===== config.mk =====
export PLATFORM = sky130hd
export DESIGN_NAME = irq_entry_seq
export DESIGN_NICKNAME = d
export VERILOG_FILES = /design/src/rtl/irq_seq_pkg.sv /design/src/rtl/irq_flag_bank.sv /design/src/rtl/irq_low_pick.sv /design/src/rtl/trap_vec_table.sv /design/src/rtl/irq_entry_seq.sv
export SDC_FILE = /design/constraint.sdc
export NUM_CORES = 1
export LEC_CHECK = 0
export CORE_MARGIN = 1
export CORE_UTILIZATION = 35
export CTS_CLUSTER_DIAMETER = 30
export DETAILED_ROUTE_END_ITERATION = 8
export SLEW_MARGIN = 20
export SYNTH_ARGS = -nofsm -noshare
export SYNTH_HDL_FRONTEND = slang
export SYNTH_SLANG_ARGS = --single-unit

===== constraint.sdc =====
create_clock -name clk -period 2.24 [get_ports clk]
set_input_delay 0.56 -clock clk [delete_from_list [all_inputs] [get_ports clk]]
set_output_delay 0.56 -clock clk [all_outputs]
set_load 0.02 [all_outputs]

===== src/rtl/irq_seq_pkg.sv =====
package irq_seq_pkg;
    typedef enum logic [1:0] {
        CAUSE_IO  = 2'd0,
        CAUSE_ERR = 2'd1,
        CAUSE_SVC = 2'd2,
        CAUSE_EXT = 2'd3
    } cause_e;
endpackage


===== src/rtl/irq_flag_bank.sv =====
module irq_flag_bank #(
    parameter int N = 4
) (
    input  logic         clk,
    input  logic         rst_n,
    input  logic [N-1:0] raise,
    input  logic [N-1:0] clr,
    output logic [N-1:0] pend
);
    logic [N-1:0] pend_d, pend_q;

    always_comb begin
        // raise beats clear on the same bit
        pend_d = (pend_q & ~clr) | raise;
    end

    always_ff @(posedge clk or negedge rst_n) begin
        if (!rst_n) pend_q <= '0;
        else        pend_q <= pend_d;
    end

    assign pend = pend_q;
endmodule


===== src/rtl/irq_low_pick.sv =====
module irq_low_pick #(
    parameter int N = 4,
    localparam int IW = (N > 1) ? $clog2(N) : 1
) (
    input  logic [N-1:0]  req,
    output logic          any,
    output logic [IW-1:0] idx
);
    always_comb begin
        any = |req;
        idx = '0;
        // scan downwards so the lowest set index is written last
        for (int i = N - 1; i >= 0; i--) begin
            if (req[i]) idx = IW'(i);
        end
    end
endmodule


===== src/rtl/trap_vec_table.sv =====
module trap_vec_table #(
    parameter int AW   = 4,
    parameter int DW   = 16,
    localparam int DEPTH = 1 << AW
) (
    input  logic          clk,
    input  logic          rst_n,
    input  logic          we,
    input  logic [AW-1:0] widx,
    input  logic [DW-1:0] wdata,
    input  logic [AW-1:0] ridx,
    output logic [DW-1:0] rdata
);
    logic [DW-1:0] tbl_d [DEPTH];
    logic [DW-1:0] tbl_q [DEPTH];

    always_comb begin
        for (int i = 0; i < DEPTH; i++) begin
            tbl_d[i] = tbl_q[i];
        end
        if (we) tbl_d[widx] = wdata;
    end

    always_ff @(posedge clk or negedge rst_n) begin
        if (!rst_n) begin
            for (int i = 0; i < DEPTH; i++) tbl_q[i] <= '0;
        end else begin
            for (int i = 0; i < DEPTH; i++) tbl_q[i] <= tbl_d[i];
        end
    end

    assign rdata = tbl_q[ridx];
endmodule


===== src/rtl/irq_entry_seq.sv =====
module irq_entry_seq
    import irq_seq_pkg::*;
#(
    parameter int              N_DEV        = 4,
    parameter int              PC_W         = 16,
    parameter int              CALL_W       = 4,
    parameter logic [PC_W-1:0] HANDLER_ADDR = 16'h0100
) (
    input  logic              clk,
    input  logic              rst_n,
    input  logic [N_DEV-1:0]  dev_raise,
    input  logic [N_DEV-1:0]  dev_clr,
    input  logic              ext_raise,
    input  logic              ext_clr,
    input  logic              instr_done,
    input  logic [PC_W-1:0]   next_pc,
    input  logic              trap_req,
    input  logic [CALL_W-1:0] trap_num,
    input  logic              err_req,
    input  logic              rti,
    input  logic              ctx_we,
    input  logic [PC_W-1:0]   ctx_pc,
    input  logic              ctx_priv,
    input  logic              tbl_we,
    input  logic [CALL_W-1:0] tbl_idx,
    input  logic [PC_W-1:0]   tbl_data,
    output logic [PC_W-1:0]   pc,
    output logic              priv,
    output logic              ie,
    output logic [PC_W-1:0]   epc,
    output logic              saved_priv,
    output logic [1:0]        cause_type,
    output logic [CALL_W-1:0] cause_code,
    output logic              taken,
    output logic [N_DEV-1:0]  dev_pend,
    output logic              ext_pend
);
    localparam int DEV_IW = (N_DEV > 1) ? $clog2(N_DEV) : 1;

    typedef struct packed {
        logic [PC_W-1:0]   pc;
        logic              priv;
        logic              ie;
        logic [PC_W-1:0]   epc;
        logic              saved_priv;
        cause_e            ctype;
        logic [CALL_W-1:0] ccode;
        logic              taken;
    } seq_state_t;

    seq_state_t s_d, s_q;

    logic              dev_any;
    logic [DEV_IW-1:0] dev_idx;
    logic [PC_W-1:0]   trap_vec;
    logic              do_ret;
    logic              do_entry;

    irq_flag_bank #(.N(N_DEV)) u_dev_flags (
        .clk(clk), .rst_n(rst_n), .raise(dev_raise), .clr(dev_clr), .pend(dev_pend)
    );

    irq_flag_bank #(.N(1)) u_ext_flag (
        .clk(clk), .rst_n(rst_n), .raise(ext_raise), .clr(ext_clr), .pend(ext_pend)
    );

    irq_low_pick #(.N(N_DEV)) u_pick (
        .req(dev_pend), .any(dev_any), .idx(dev_idx)
    );

    trap_vec_table #(.AW(CALL_W), .DW(PC_W)) u_table (
        .clk(clk), .rst_n(rst_n),
        .we(tbl_we && s_q.priv), .widx(tbl_idx), .wdata(tbl_data),
        .ridx(trap_num), .rdata(trap_vec)
    );

    always_comb begin
        s_d       = s_q;
        s_d.taken = 1'b0;
        do_ret    = rti && s_q.priv;
        do_entry  = !do_ret && instr_done && s_q.ie &&
                    (trap_req || err_req || ext_pend || dev_any);

        if (do_ret) begin
            s_d.pc   = s_q.epc;
            s_d.priv = s_q.saved_priv;
            s_d.ie   = 1'b1;
        end else if (do_entry) begin
            s_d.epc        = next_pc;
            s_d.saved_priv = s_q.priv;
            s_d.priv       = 1'b1;
            s_d.ie         = 1'b0;
            s_d.taken      = 1'b1;
            s_d.pc         = HANDLER_ADDR;
            s_d.ccode      = '0;
            if (trap_req) begin
                s_d.ctype = CAUSE_SVC;
                s_d.ccode = trap_num;
                s_d.pc    = trap_vec;
            end else if (err_req) begin
                s_d.ctype = CAUSE_ERR;
            end else if (ext_pend) begin
                s_d.ctype = CAUSE_EXT;
            end else begin
                s_d.ctype = CAUSE_IO;
                s_d.ccode = CALL_W'(dev_idx);
            end
        end else begin
            if (instr_done) s_d.pc = next_pc;
            if (ctx_we && s_q.priv) begin
                s_d.epc        = ctx_pc;
                s_d.saved_priv = ctx_priv;
            end
        end
    end

    always_ff @(posedge clk or negedge rst_n) begin
        if (!rst_n) begin
            s_q.pc         <= '0;
            s_q.priv       <= 1'b1;
            s_q.ie         <= 1'b0;
            s_q.epc        <= '0;
            s_q.saved_priv <= 1'b1;
            s_q.ctype      <= CAUSE_IO;
            s_q.ccode      <= '0;
            s_q.taken      <= 1'b0;
        end else begin
            s_q <= s_d;
        end
    end

    assign pc         = s_q.pc;
    assign priv       = s_q.priv;
    assign ie         = s_q.ie;
    assign epc        = s_q.epc;
    assign saved_priv = s_q.saved_priv;
    assign cause_type = s_q.ctype;
    assign cause_code = s_q.ccode;
    assign taken      = s_q.taken;
endmodule


==> results.py <==
metrics = {
    "global_routing": {
        "grt_max_degree": 55,
        "grt_pass1_wl_microns": 59200,
        "grt_pass1_vias": 10000,
        "antenna_found_initial": 0,
        "overflow": 0,
        "track_usage": 0.188,
    },
    "die": {
        "start_util": 0.359,
        "chipWidth_microns": 202,
        "rows": 72,
        "die_h_microns": 202,
        "ioPinCount": 122,
        "core_sq_mm": 0.0390,
        "fp.dieArea_sq_mm": 0.0408,
    },
    "logic_synthesis": {
        "avgSynthCellArea_sq_um": 12.9,
        "syn-num-nets": 1159,
        "synth_cells": 1084,
        "synthFlopType": "dfrtp_1",
        "synth_area_leaders": "dfrtp_1 54%, mux2_2 21%, mux2i_1 8.6%, a22oi_1 3.1%, nand2_1 2.2%",
        "ys_seq_elements": 303,
        "synthDistinctLibCells": 46,
        "yosysTopAreaCell": "dfrtp_1",
        "synth_top_cell_area_share": 0.538,
        "syn_area_sq_mm": 0.0140,
        "yosys_warnings": 0,
        "async_reset_ff_frac": 1.00,
        "synth_edf_count": 0,
        "ys_seq_area_frac": 0.542,
    },
    "worst_setup_path": {
        "cp.required_ps": 1680,
        "crit_buf_inv": 1,
        "slowest_delay_ps": 620,
        "cp_data_arrival_time_ps": 1600,
        "crit_family": "buffers and inverters",
        "start_kind": "flip-flop",
        "worstSetupEndpointType": "output pin",
        "cpMaxStageDelayCell": "clkdlybuf4s50_1",
        "crit_chain": "clkdlybuf4s50_1",
        "setup.worst_path.class": "reg -> out",
        "path_max_fanout": 4,
    },
    "finish": {
        "insertedDiodeCount": 0,
        "syn_to_final_growth_pct": 34.3,
        "fillers": 3421,
        "final_common_cell": "dfrtp_1",
        "postLayoutCellArea_sq_mm": 0.0188,
        "final_cell_mix": "301 x dfrtp_1, 255 x mux2_2, 120 x mux2i_1",
        "drive_above_1_share": 0.360,
        "seqCellArea_sq_mm": 0.00758,
        "fin_nets": 1362,
        "fin_cells": 1854,
        "multi_input_area_sq_mm": 0.00600,
    },
    "placed_design": {
        "post-place-cells": 1743,
        "numPortBuffers": 121,
        "hpwl_microns": 24300,
        "placedInstanceArea_sq_mm": 0.0167,
        "gp_congestion": 0.809,
    },
    "sta": {
        "fin_crit_ps": 2160,
        "setup_viol": 0,
        "tns_ps": 0,
        "hold_viol": 0,
        "fmax_ghz": 0.463,
        "max_slew_margin": 0.583,
        "slew_violations": 0,
        "grt_setup_unrepaired": "no",
        "fin_crit_sh": 0.965,
        "finClkSkew_ps": 13.6,
        "worst_pin_slew_ps": 624,
    },
    "power": {
        "power.leakage_uw": 0.00914,
        "power.density_mw_per_mm2": 840,
        "ir_drop_mv": 0.530,
        "p_total_uw": 15800,
    },
    "clock_network": {
        "cts_sinks": 303,
        "cts-htree-levels": 2,
        "clk-insertion-delay-late_ps": 580,
        "clockBufferDepth": 3,
        "path_clk_slew_ps": 50,
        "cts_root_buffer": "clkbuf_16",
        "cts_inserted_buffers": 59,
        "cts_tree": "built",
    },
    "routing": {
        "drcViolationCount": 0,
        "totalWireLength_microns": 37500,
        "ant_nets": 0,
        "wl_per_cell_microns": 20.2,
        "vias_per_cell": 5.15,
        "first_pass_iters": 4,
        "drt_first_iter_violations": 548,
        "vias": 9552,
    },
    "worst_hold_path": {
        "min_path_type": "in -> async",
    },
    "status": {
        "status": "completed",
    },
    "job": {
        "drv_cap": 0,
    },
}
-- stage by stage --
| stage | hold slack, ps | setup WS [ps] | util |
|---|---|---|---|
| floorplan | 264 | 175 | - |
| global placement | 465 | -255 | 0.427 |
| detailed placement | 480 | -302 | 0.427 |
| CTS | 463 | 15.6 | 0.482 |
| global route | 487 | 14.2 | 0.482 |
| finish | 468 | 78.4 | 0.482 |
-- state kept, by name, summed over array words and instances, names as in the netlist --
register and count:
u_dev_flags.pend 4, ie 1, priv 1, epc 16, saved_priv 1, pc 16
taken 1, cause_type 2, cause_code 4, u_table.tbl_q 256, u_ext_flag.pend 1
-- synth_stat cells, types with 2 or more instances --
| library cell | instances |
|---|---|
| buf_4 | 5 |
| a31oi_1 | 17 |
| mux4_2 | 5 |
| dfstp_2 | 2 |
| nand3_1 | 3 |
| a21oi_1 | 20 |
| nor2_2 | 6 |
| a221o_1 | 14 |
| nand4_1 | 2 |
| mux2_2 | 255 |
| a21o_1 | 4 |
| clkbuf_1 | 38 |
| o21ai_0 | 8 |
| mux2i_1 | 120 |
| buf_6 | 3 |
| inv_1 | 7 |
| nor2_1 | 42 |
| a211oi_1 | 2 |
| nor3_1 | 3 |
| nand2_1 | 82 |
| a22oi_1 | 57 |
| nand2b_1 | 19 |
| buf_2 | 34 |
| dfrtp_1 | 301 |
| o22ai_1 | 14 |
-- layer usage --
metal  track usage  part of all wire  routed length, microns
met4        0.0501             0.016                     617
met5             0                 0                       0
met2         0.305              0.47                   17800
met3        0.0343             0.048                    1800
met1         0.257              0.46                   17300
-- cell type report --
type,count,area share
flip-flops and latches,303,0.404
multi-input cells,692,0.319
repair buffers,223,0.127
clock buffers,79,0.0880
well taps,518,0.0345
clock inverters,31,0.0254
inverters,8,0.00173
-- where the power goes --
part	switching [uW]	internal (uW)	total (uW)
logic	525	432	957
registers	24.9	5520	5550
clock network	2870	6420	9290
-- logic make-up (layout without fill, tap and decap cells) --
logic type,Yosys count,after routing,synth area share
muxes,381,381,0.300
DFF,303,303,0.542
and+or+nand+nor,165,165,0.0532
AOI/OAI and AO/OA,146,146,0.0747
buffers and inverters,89,341,0.0301
-- final timing paths --
check                                    startpoint                  to  slack [ps]  cells after the start
min in group clk                      cause_code[2]       cause_code[2]         480                      2
worst max-delay path            u_dev_flags.pend[3]         dev_pend[3]          80                      1
worst min register to register        cause_code[2]       cause_code[2]         480                      2
worst max register to register                 priv  u_table.tbl_q[156]         200                      6
worst min-delay path                          rst_n       cause_type[1]         470                      2
max in group asynchronous                     rst_n   u_table.tbl_q[57]        1060                      3
-- repair_timing --
item,in CTS,in global routing
buffers inserted,0,0
hold buffers,1,0
endpoints found under the hold margin,34,0
setup endpoints to repair,4,1
gates resized for setup,4,1
No activity file was read; power rests on OpenSTA's default activity.
